**src/rtl/mtcfg_pkg.sv**
```systemverilog
`timescale 1ns/1ps
package mtcfg_pkg;

  localparam int XLEN   = 64;
  localparam int ADDR_W = 12;
  localparam int NFIX   = 11;

  localparam logic [ADDR_W-1:0] VAR_BASE = 12'h200;
  localparam logic [ADDR_W-1:0] FIX_BASE = 12'h250;
  localparam logic [ADDR_W-1:0] PAT_ADDR = 12'h277;
  localparam logic [ADDR_W-1:0] DEF_ADDR = 12'h2FF;
  localparam logic [ADDR_W-1:0] CAP_ADDR = 12'h0FE;

  localparam logic [XLEN-1:0] DEF_KEEP     = 64'hCFF;
  localparam logic [XLEN-1:0] BASE_LOW_RSV = 64'hF00;
  localparam logic [XLEN-1:0] MASK_LOW_RSV = 64'h7FF;
  localparam logic [XLEN-1:0] CAP_FLAGS    = 64'h500;

  typedef enum logic [2:0] {
    RK_NONE, RK_CAP, RK_DEF, RK_PAT, RK_FIX, RK_VBASE, RK_VMASK
  } reg_kind_e;

  typedef struct packed {
    reg_kind_e  kind;
    logic [7:0] idx;
  } reg_sel_t;

  function automatic logic rt_legal(input logic [7:0] b);
    case (b)
      8'd0, 8'd1, 8'd4, 8'd5, 8'd6: return 1'b1;
      default:                      return 1'b0;
    endcase
  endfunction

  function automatic logic pa_legal(input logic [7:0] b);
    return rt_legal(b) || (b == 8'd7);
  endfunction

endpackage

```
**src/rtl/mtcfg_decode.sv**
```systemverilog
`timescale 1ns/1ps
module mtcfg_decode
  import mtcfg_pkg::*;
#(
  parameter int NVAR = 8
) (
  input  logic [ADDR_W-1:0] addr,
  output reg_sel_t          sel
);

  localparam logic [ADDR_W-1:0] VAR_SPAN = ADDR_W'(2 * NVAR);
  localparam logic [ADDR_W-1:0] FIX_SPAN = ADDR_W'(NFIX);

  logic [ADDR_W-1:0] var_off;
  logic [ADDR_W-1:0] fix_off;

  assign var_off = addr - VAR_BASE;
  assign fix_off = addr - FIX_BASE;

  always_comb begin
    sel.kind = RK_NONE;
    sel.idx  = '0;
    if (addr >= VAR_BASE && var_off < VAR_SPAN) begin
      sel.kind = var_off[0] ? RK_VMASK : RK_VBASE;
      sel.idx  = var_off[8:1];
    end else if (addr >= FIX_BASE && fix_off < FIX_SPAN) begin
      sel.kind = RK_FIX;
      sel.idx  = fix_off[7:0];
    end else if (addr == PAT_ADDR) begin
      sel.kind = RK_PAT;
    end else if (addr == DEF_ADDR) begin
      sel.kind = RK_DEF;
    end else if (addr == CAP_ADDR) begin
      sel.kind = RK_CAP;
    end
  end

endmodule

```
**src/rtl/mtcfg_check.sv**
```systemverilog
`timescale 1ns/1ps
module mtcfg_check
  import mtcfg_pkg::*;
#(
  parameter int PA_W = 36
) (
  input  reg_kind_e       kind,
  input  logic [XLEN-1:0] data,
  output logic            ok
);

  localparam int NLANE = XLEN / 8;
  localparam logic [XLEN-1:0] HI_RSV = {XLEN{1'b1}} << PA_W;

  logic [NLANE-1:0] rt_ok;
  logic [NLANE-1:0] pa_ok;

  for (genvar b = 0; b < NLANE; b++) begin : g_lane
    assign rt_ok[b] = rt_legal(data[8*b +: 8]);
    assign pa_ok[b] = pa_legal(data[8*b +: 8]);
  end

  always_comb begin
    ok = 1'b0;
    case (kind)
      RK_DEF:   ok = ((data & ~DEF_KEEP) == '0) && rt_ok[0];
      RK_PAT:   ok = &pa_ok;
      RK_FIX:   ok = &rt_ok;
      RK_VBASE: ok = ((data & (HI_RSV | BASE_LOW_RSV)) == '0) && rt_ok[0];
      RK_VMASK: ok = ((data & (HI_RSV | MASK_LOW_RSV)) == '0);
      default:  ok = 1'b0;
    endcase
  end

endmodule

```
**src/rtl/mtcfg_store.sv**
```systemverilog
`timescale 1ns/1ps
module mtcfg_store
  import mtcfg_pkg::*;
#(
  parameter int NVAR = 8,
  parameter int PA_W = 36
) (
  input  logic            clk,
  input  logic            rst_n,
  input  logic            we,
  input  reg_sel_t        wsel,
  input  logic [XLEN-1:0] wdata,
  input  reg_sel_t        rsel,
  output logic [XLEN-1:0] rdata,
  output logic            en_glb,
  output logic            en_fix,
  output logic [7:0]      dflt_type
);

  localparam logic [XLEN-1:0] HI_RSV = {XLEN{1'b1}} << PA_W;

  logic [XLEN-1:0] def_q, def_d;
  logic [XLEN-1:0] pat_q, pat_d;
  logic [XLEN-1:0] fix_q [NFIX];
  logic [XLEN-1:0] fix_d [NFIX];
  logic [XLEN-1:0] vb_q  [NVAR];
  logic [XLEN-1:0] vb_d  [NVAR];
  logic [XLEN-1:0] vm_q  [NVAR];
  logic [XLEN-1:0] vm_d  [NVAR];

  // single words: next state
  always_comb begin
    def_d = def_q;
    pat_d = pat_q;
    if (we && wsel.kind == RK_DEF) def_d = wdata;
    if (we && wsel.kind == RK_PAT) pat_d = wdata;
  end

  always_ff @(posedge clk or negedge rst_n) begin
    if (!rst_n) begin
      def_q <= '0;
      pat_q <= '0;
    end else begin
      def_q <= def_d;
      pat_q <= pat_d;
    end
  end

  // fixed-range words
  for (genvar k = 0; k < NFIX; k++) begin : g_fix
    always_comb begin
      fix_d[k] = fix_q[k];
      if (we && wsel.kind == RK_FIX && wsel.idx == 8'(k)) fix_d[k] = wdata;
    end
    always_ff @(posedge clk or negedge rst_n) begin
      if (!rst_n) fix_q[k] <= '0;
      else        fix_q[k] <= fix_d[k];
    end
  end

  // variable pairs
  for (genvar i = 0; i < NVAR; i++) begin : g_var
    always_comb begin
      vb_d[i] = vb_q[i];
      vm_d[i] = vm_q[i];
      if (we && wsel.idx == 8'(i)) begin
        if (wsel.kind == RK_VBASE) vb_d[i] = wdata;
        if (wsel.kind == RK_VMASK) vm_d[i] = wdata;
      end
    end
    always_ff @(posedge clk or negedge rst_n) begin
      if (!rst_n) begin
        vb_q[i] <= '0;
        vm_q[i] <= '0;
      end else begin
        vb_q[i] <= vb_d[i];
        vm_q[i] <= vm_d[i];
      end
    end

    AST_VBASE_CLEAN: assert property (@(posedge clk) disable iff (!rst_n)
      ((vb_q[i] & (HI_RSV | BASE_LOW_RSV)) == '0) && rt_legal(vb_q[i][7:0]));
    AST_VMASK_CLEAN: assert property (@(posedge clk) disable iff (!rst_n)
      (vm_q[i] & (HI_RSV | MASK_LOW_RSV)) == '0);
  end

  // read mux
  always_comb begin
    rdata = '0;
    case (rsel.kind)
      RK_DEF: rdata = def_q;
      RK_PAT: rdata = pat_q;
      RK_FIX: begin
        for (int k = 0; k < NFIX; k++)
          if (rsel.idx == 8'(k)) rdata = fix_q[k];
      end
      RK_VBASE: begin
        for (int i = 0; i < NVAR; i++)
          if (rsel.idx == 8'(i)) rdata = vb_q[i];
      end
      RK_VMASK: begin
        for (int i = 0; i < NVAR; i++)
          if (rsel.idx == 8'(i)) rdata = vm_q[i];
      end
      default: rdata = '0;
    endcase
  end

  assign en_glb    = def_q[11];
  assign en_fix    = def_q[10];
  assign dflt_type = def_q[7:0];

  AST_DEF_CLEAN: assert property (@(posedge clk) disable iff (!rst_n)
    ((def_q & ~DEF_KEEP) == '0) && rt_legal(def_q[7:0]));
  AST_PAT_CLEAN: assert property (@(posedge clk) disable iff (!rst_n)
    pa_legal(pat_q[7:0]) && pa_legal(pat_q[63:56]));

endmodule

```
**src/rtl/mtcfg_regfile.sv**
```systemverilog
`timescale 1ns/1ps
module mtcfg_regfile
  import mtcfg_pkg::*;
#(
  parameter int NVAR = 8,
  parameter int PA_W = 36
) (
  input  logic              clk,
  input  logic              rst_n,
  input  logic              wr_vld,
  input  logic [ADDR_W-1:0] wr_addr,
  input  logic [XLEN-1:0]   wr_data,
  output logic              wr_ack,
  output logic              wr_flt,
  input  logic              rd_vld,
  input  logic [ADDR_W-1:0] rd_addr,
  output logic              rd_done,
  output logic [XLEN-1:0]   rd_data,
  output logic              rd_flt,
  output logic              cfg_en,
  output logic              cfg_fix_en,
  output logic [7:0]        cfg_dflt
);

  localparam logic [XLEN-1:0] CAP_WORD = CAP_FLAGS | XLEN'(NVAR);

  reg_sel_t        wr_sel;
  reg_sel_t        rd_sel;
  logic            wr_legal;
  logic            commit;
  logic [XLEN-1:0] store_rdata;
  logic [XLEN-1:0] rd_val;
  logic            rd_hit;

  logic            ack_d, flt_d, ack_q, flt_q;
  logic            rdone_d, rflt_d, rdone_q, rflt_q;
  logic [XLEN-1:0] rdata_d, rdata_q;

  mtcfg_decode #(.NVAR(NVAR)) u_wdec (.addr(wr_addr), .sel(wr_sel));
  mtcfg_decode #(.NVAR(NVAR)) u_rdec (.addr(rd_addr), .sel(rd_sel));

  mtcfg_check #(.PA_W(PA_W)) u_check (
    .kind (wr_sel.kind),
    .data (wr_data),
    .ok   (wr_legal)
  );

  assign commit = wr_vld && wr_legal;

  mtcfg_store #(.NVAR(NVAR), .PA_W(PA_W)) u_store (
    .clk       (clk),
    .rst_n     (rst_n),
    .we        (commit),
    .wsel      (wr_sel),
    .wdata     (wr_data),
    .rsel      (rd_sel),
    .rdata     (store_rdata),
    .en_glb    (cfg_en),
    .en_fix    (cfg_fix_en),
    .dflt_type (cfg_dflt)
  );

  // response next state
  always_comb begin
    rd_hit  = (rd_sel.kind != RK_NONE);
    rd_val  = (rd_sel.kind == RK_CAP) ? CAP_WORD : store_rdata;
    ack_d   = commit;
    flt_d   = wr_vld && !wr_legal;
    rdone_d = rd_vld;
    rflt_d  = rd_vld && !rd_hit;
    rdata_d = (rd_vld && rd_hit) ? rd_val : '0;
  end

  always_ff @(posedge clk or negedge rst_n) begin
    if (!rst_n) begin
      ack_q   <= 1'b0;
      flt_q   <= 1'b0;
      rdone_q <= 1'b0;
      rflt_q  <= 1'b0;
      rdata_q <= '0;
    end else begin
      ack_q   <= ack_d;
      flt_q   <= flt_d;
      rdone_q <= rdone_d;
      rflt_q  <= rflt_d;
      rdata_q <= rdata_d;
    end
  end

  assign wr_ack  = ack_q;
  assign wr_flt  = flt_q;
  assign rd_done = rdone_q;
  assign rd_flt  = rflt_q;
  assign rd_data = rdata_q;

  AST_RESP_EXCL: assert property (@(posedge clk) disable iff (!rst_n)
    !(wr_ack && wr_flt));
  AST_RESP_DUE: assert property (@(posedge clk) disable iff (!rst_n)
    wr_vld |=> (wr_ack || wr_flt));
  AST_RESP_IDLE: assert property (@(posedge clk) disable iff (!rst_n)
    !wr_vld |=> !(wr_ack || wr_flt));
  AST_FLT_HOLD: assert property (@(posedge clk) disable iff (!rst_n)
    wr_flt |-> $stable({cfg_en, cfg_fix_en, cfg_dflt}));
  AST_CAP_RO: assert property (@(posedge clk) disable iff (!rst_n)
    (rd_vld && rd_addr == CAP_ADDR) |=> (rd_data == CAP_WORD && !rd_flt));
  AST_CAP_NOWR: assert property (@(posedge clk) disable iff (!rst_n)
    (wr_vld && wr_addr == CAP_ADDR) |=> wr_flt);
  AST_RD_MISS: assert property (@(posedge clk) disable iff (!rst_n)
    rd_flt |-> (rd_done && rd_data == '0));

endmodule

```
**config.mk**
```make
export PLATFORM = sky130hd
export DESIGN_NAME = mtcfg_regfile
export DESIGN_NICKNAME = d
export VERILOG_FILES = /design/src/rtl/mtcfg_pkg.sv /design/src/rtl/mtcfg_decode.sv /design/src/rtl/mtcfg_check.sv /design/src/rtl/mtcfg_store.sv /design/src/rtl/mtcfg_regfile.sv
export SDC_FILE = /design/constraint.sdc
export NUM_CORES = 2
export LEC_CHECK = 0
export BUFFER_PORTS_ARGS = -buffer_cell sky130_fd_sc_hd__buf_4
export CAP_MARGIN = 0
export CORE_MARGIN = 4
export CORE_UTILIZATION = 40
export CTS_BUF_LIST = sky130_fd_sc_hd__clkbuf_8
export DETAILED_ROUTE_END_ITERATION = 10
export PLACE_DENSITY = 0.63
export SYNTH_ARGS = -nofsm -noshare
export SYNTH_HDL_FRONTEND = slang
export SYNTH_SLANG_ARGS = --single-unit
```
**constraint.sdc**
```tcl
create_clock -name clk -period 3.02 [get_ports clk]
set_input_delay 0.302 -clock clk [delete_from_list [all_inputs] [get_ports clk]]
set_output_delay 0.302 -clock clk [all_outputs]
set_load 0.05 [all_outputs]
```
==> qor.txt <==
DRT Pass-1 Iters = 10
CP Launch Type = primary input
Skew-Pair Late Insertion Delay = 1.09 ns
Iter 0 DRT Violations = 8,347
synth-to-layout area growth = 25.20%
share of cells above drive strength 1 = 0.3284
DRC viols = 0
post-synthesis sequential area ratio = 0.6080
final hold violation count = 0
vias in the first global route = 62,077
Final ANT Viol Nets = 0
cell taking the most area after synthesis = dfrtp_1
number of port buffers = 169
CP Capture Type = flop
Slew @ Worst Pin = 0.9746 ns
clock share of power = 0.464
EDFF count, synth = 0
Peak Freq = 0.3413 GHz
Slew Limit Fails = 0
most common cell after layout, fill and taps aside = dfrtp_1
GR Overflow Total = 0
leak pwr = 49.58 nW
HPWL Detailed = 214,400 um
worst-case clock skew = 0.09031 ns
worst reg2reg setup slack = 0.71 ns
Setup CP Type = in -> reg
share of flip-flops with an asynchronous set or reset = 1.000
CTS tree = yes
Max VDD drop = 502.1 uV
Tcrit/Tclk final = 0.9701
Placement Setup Slack = -0.8914 ns
Mapped Cells = 6,264
post-synth net total = 6,368
Placer Congestion = 0.9544
Reg power frac = 0.508
Post-Syn Area = 79,190 um2
H-tree depth = 5
ys flop type = dfrtp_1
largest net degree at the start of global routing = 150
core area = 197,000 um2
die width = 452.9 um
setup tns final = 0 ns
largest cells by area after synthesis = dfrtp_1, mux2_2, nor2b_1
FF/Latch Area = 48,150 um2
post-layout min period = 2.930 ns
#FFs+latches synth = 1,924
Die Height = 452.9 um
Clock transition at path regs = 0.06 ns
worst hold path type = in -> reg
first-pass GRT wire length = 456,200 um
combined area of the multi-input logic cells = 28,950 um2
Num CTS Buffers = 329
commonest non-fill, non-tap cells in the layout = dfrtp_1, buf_4, mux2_2
root buffer cell = clkbuf_8
MaxCap Viol Count = 0
Cell Pwr Density = 512.3 nW/um2
post-layout net count = 7,439
via count = 61,598
Worst slew margin = 0.3502
P_int = 38.92 mW
setup ws final = 0.09039 ns
Yosys warning total = 0
Final setup viols = 0
Pwr Total = 50.79 mW
outcome = complete, no violations
Layout fillers = 17,156
Initial Util = 0.4019
FP Rows = 163
crit path DAT = 3.79 ns
RSZ-0062 raised after global routing = false
Max FO, Critical Path = 6
synth unique cells = 91
die area = 205,100 um2
Detailed Route WL = 319,400 um
initial antenna violation count = 24
drt wl/cell = 31.26 um
io pins = 170
WP data required = 3.88 ns
sw power = 11.87 mW
Tot GR Track Use = 0.3060
Clock Path Buffers = 4
combinational power share = 0.029
switch share = 0.2336
CTS sink count = 1,924
DR vias/cell = 6.029
Syn Area/Cell = 12.64 um2
share of the synthesized area in the top cell type = 0.6080
[synth_stat cells, types with 16 or more instances]
cell and n:
nor2_1 156, a22o_1 93, nand4_1 27, buf_1 42, clkbuf_1 281, a221oi_1 149
buf_2 136, and3_1 17, nand2_1 185, mux2_2 691, a211oi_1 42, a32oi_1 20
a22oi_1 179, o211ai_1 49, o221a_2 16, buf_4 49, inv_1 24, dfrtp_1 1924
a221o_1 23, o22ai_1 51, a31oi_1 44, and2_1 494, nand3_1 59, nor3_1 27
a222oi_1 116, nor2b_1 668, nor4_1 26, a21oi_1 121, a211o_1 22, a32o_1 23
o21ai_0 160, a2bb2oi_1 16, o221ai_1 78
[registers in the layout, indices dropped and copies added (netlist names)]
signal,flops
rd_flt,1
rd_done,1
rd_data,64
u_store.vm_q,512
wr_flt,1
wr_ack,1
u_store.vb_q,512
u_store.pat_q,64
u_store.fix_q,704
u_store.def_q,64
[final cells by class]
type,count,share of cell area
well taps,2640,0.03332
flip-flops and latches,1924,0.4856
clock buffers,419,0.05817
multi-input cells,3794,0.2920
inverters,26,0.001010
clock inverters,143,0.007181
diodes,11,0.0002776
repair buffers,1260,0.1225
[routing by layer]
layer,track usage,part of all wire,wire (um)
met4,0.1633,0.061,19360
met2,0.4555,0.44,139500
met1,0.4104,0.40,127800
met3,0.07988,0.10,32570
met5,0.003731,0.00043,138
[timing repair]
action                                  in CTS  in global routing
endpoints found under the hold margin     2642                  0
gates resized for setup                      0                  5
endpoints found under the setup margin       0                 66
buffers inserted                             0                  3
hold buffers                                49                  0
[stage by stage]
stage	cell area, um2	hold slack (ns)	util	std cells
2_1_floorplan	79560	0.006409	-	6264
3_3_place_gp	92030	0.2610	0.4671	9590
3_5_place_dp	92030	0.2643	0.4671	9590
4_1_cts	99020	0.005738	0.5026	10201
5_1_grt	99120	0.07146	0.5031	10208
6_report	99140	0.07424	0.5032	10217
[kinds of logic (layout without fill, tap and decap cells)]
kind of cell / after synthesis / after routing / share of synthesized area
DFF: 1924 / 1924 / 0.6080
other: 0 / 11 / 0
and+or+nand+nor: 1746 / 1746 / 0.1288
xor gates and xnor gates: 4 / 4 / 0.0004425
buffers and inverters: 546 / 1848 / 0.03136
AOI/OAI and AO/OA: 1336 / 1336 / 0.1306
muxes: 696 / 696 / 0.09890
adders and majority gates: 12 / 12 / 0.001896
[power groups by stage]
stage | Clock [mW] | Combinational [mW] | Sequential (mW)
floorplan | 0 | 0.230 | 26.3
global placement | 0 | 1.38 | 26.3
detailed placement | 0 | 1.40 | 26.3
CTS | 23.7 | 1.47 | 25.8
global route | 25.0 | 1.58 | 25.8
finish | 23.5 | 1.46 | 25.8
[worst paths after layout]
| kind | startpoint | to | cells after the start |
|---|---|---|---|
| hold / removal | wr_addr[1] | u_store.fix_q[203]$_DFFE_PN0P_ | 6 |
| max in group asynchronous | rst_n | rd_data[11]$_DFF_PN0_ | 3 |
| hold reg to reg | u_store.vm_q[190]$_DFFE_PN0P_ | u_store.vm_q[190]$_DFFE_PN0P_ | 1 |
| min in group asynchronous | rst_n | u_store.fix_q[626]$_DFFE_PN0P_ | 3 |
| setup / recovery | rd_addr[5] | rd_data[11]$_DFF_PN0_ | 14 |
| setup reg to reg | u_store.fix_q[604]$_DFFE_PN0P_ | rd_data[28]$_DFF_PN0_ | 7 |
[critical path: stages]
cell,delay (ns)
buf_4,0.09
inv_1,0.07
ha_4,0.18
or3b_4,0.42
a2111oi_4,0.31
buf_4,0.18
nor2_2,0.06
o22ai_2,0.39
nand2_2,0.24
buf_4,0.27
o22a_1,0.20
o211ai_1,0.23
a211oi_1,0.19
or4_1,0.65
Note: power is estimated with default switching activity, not from simulation.
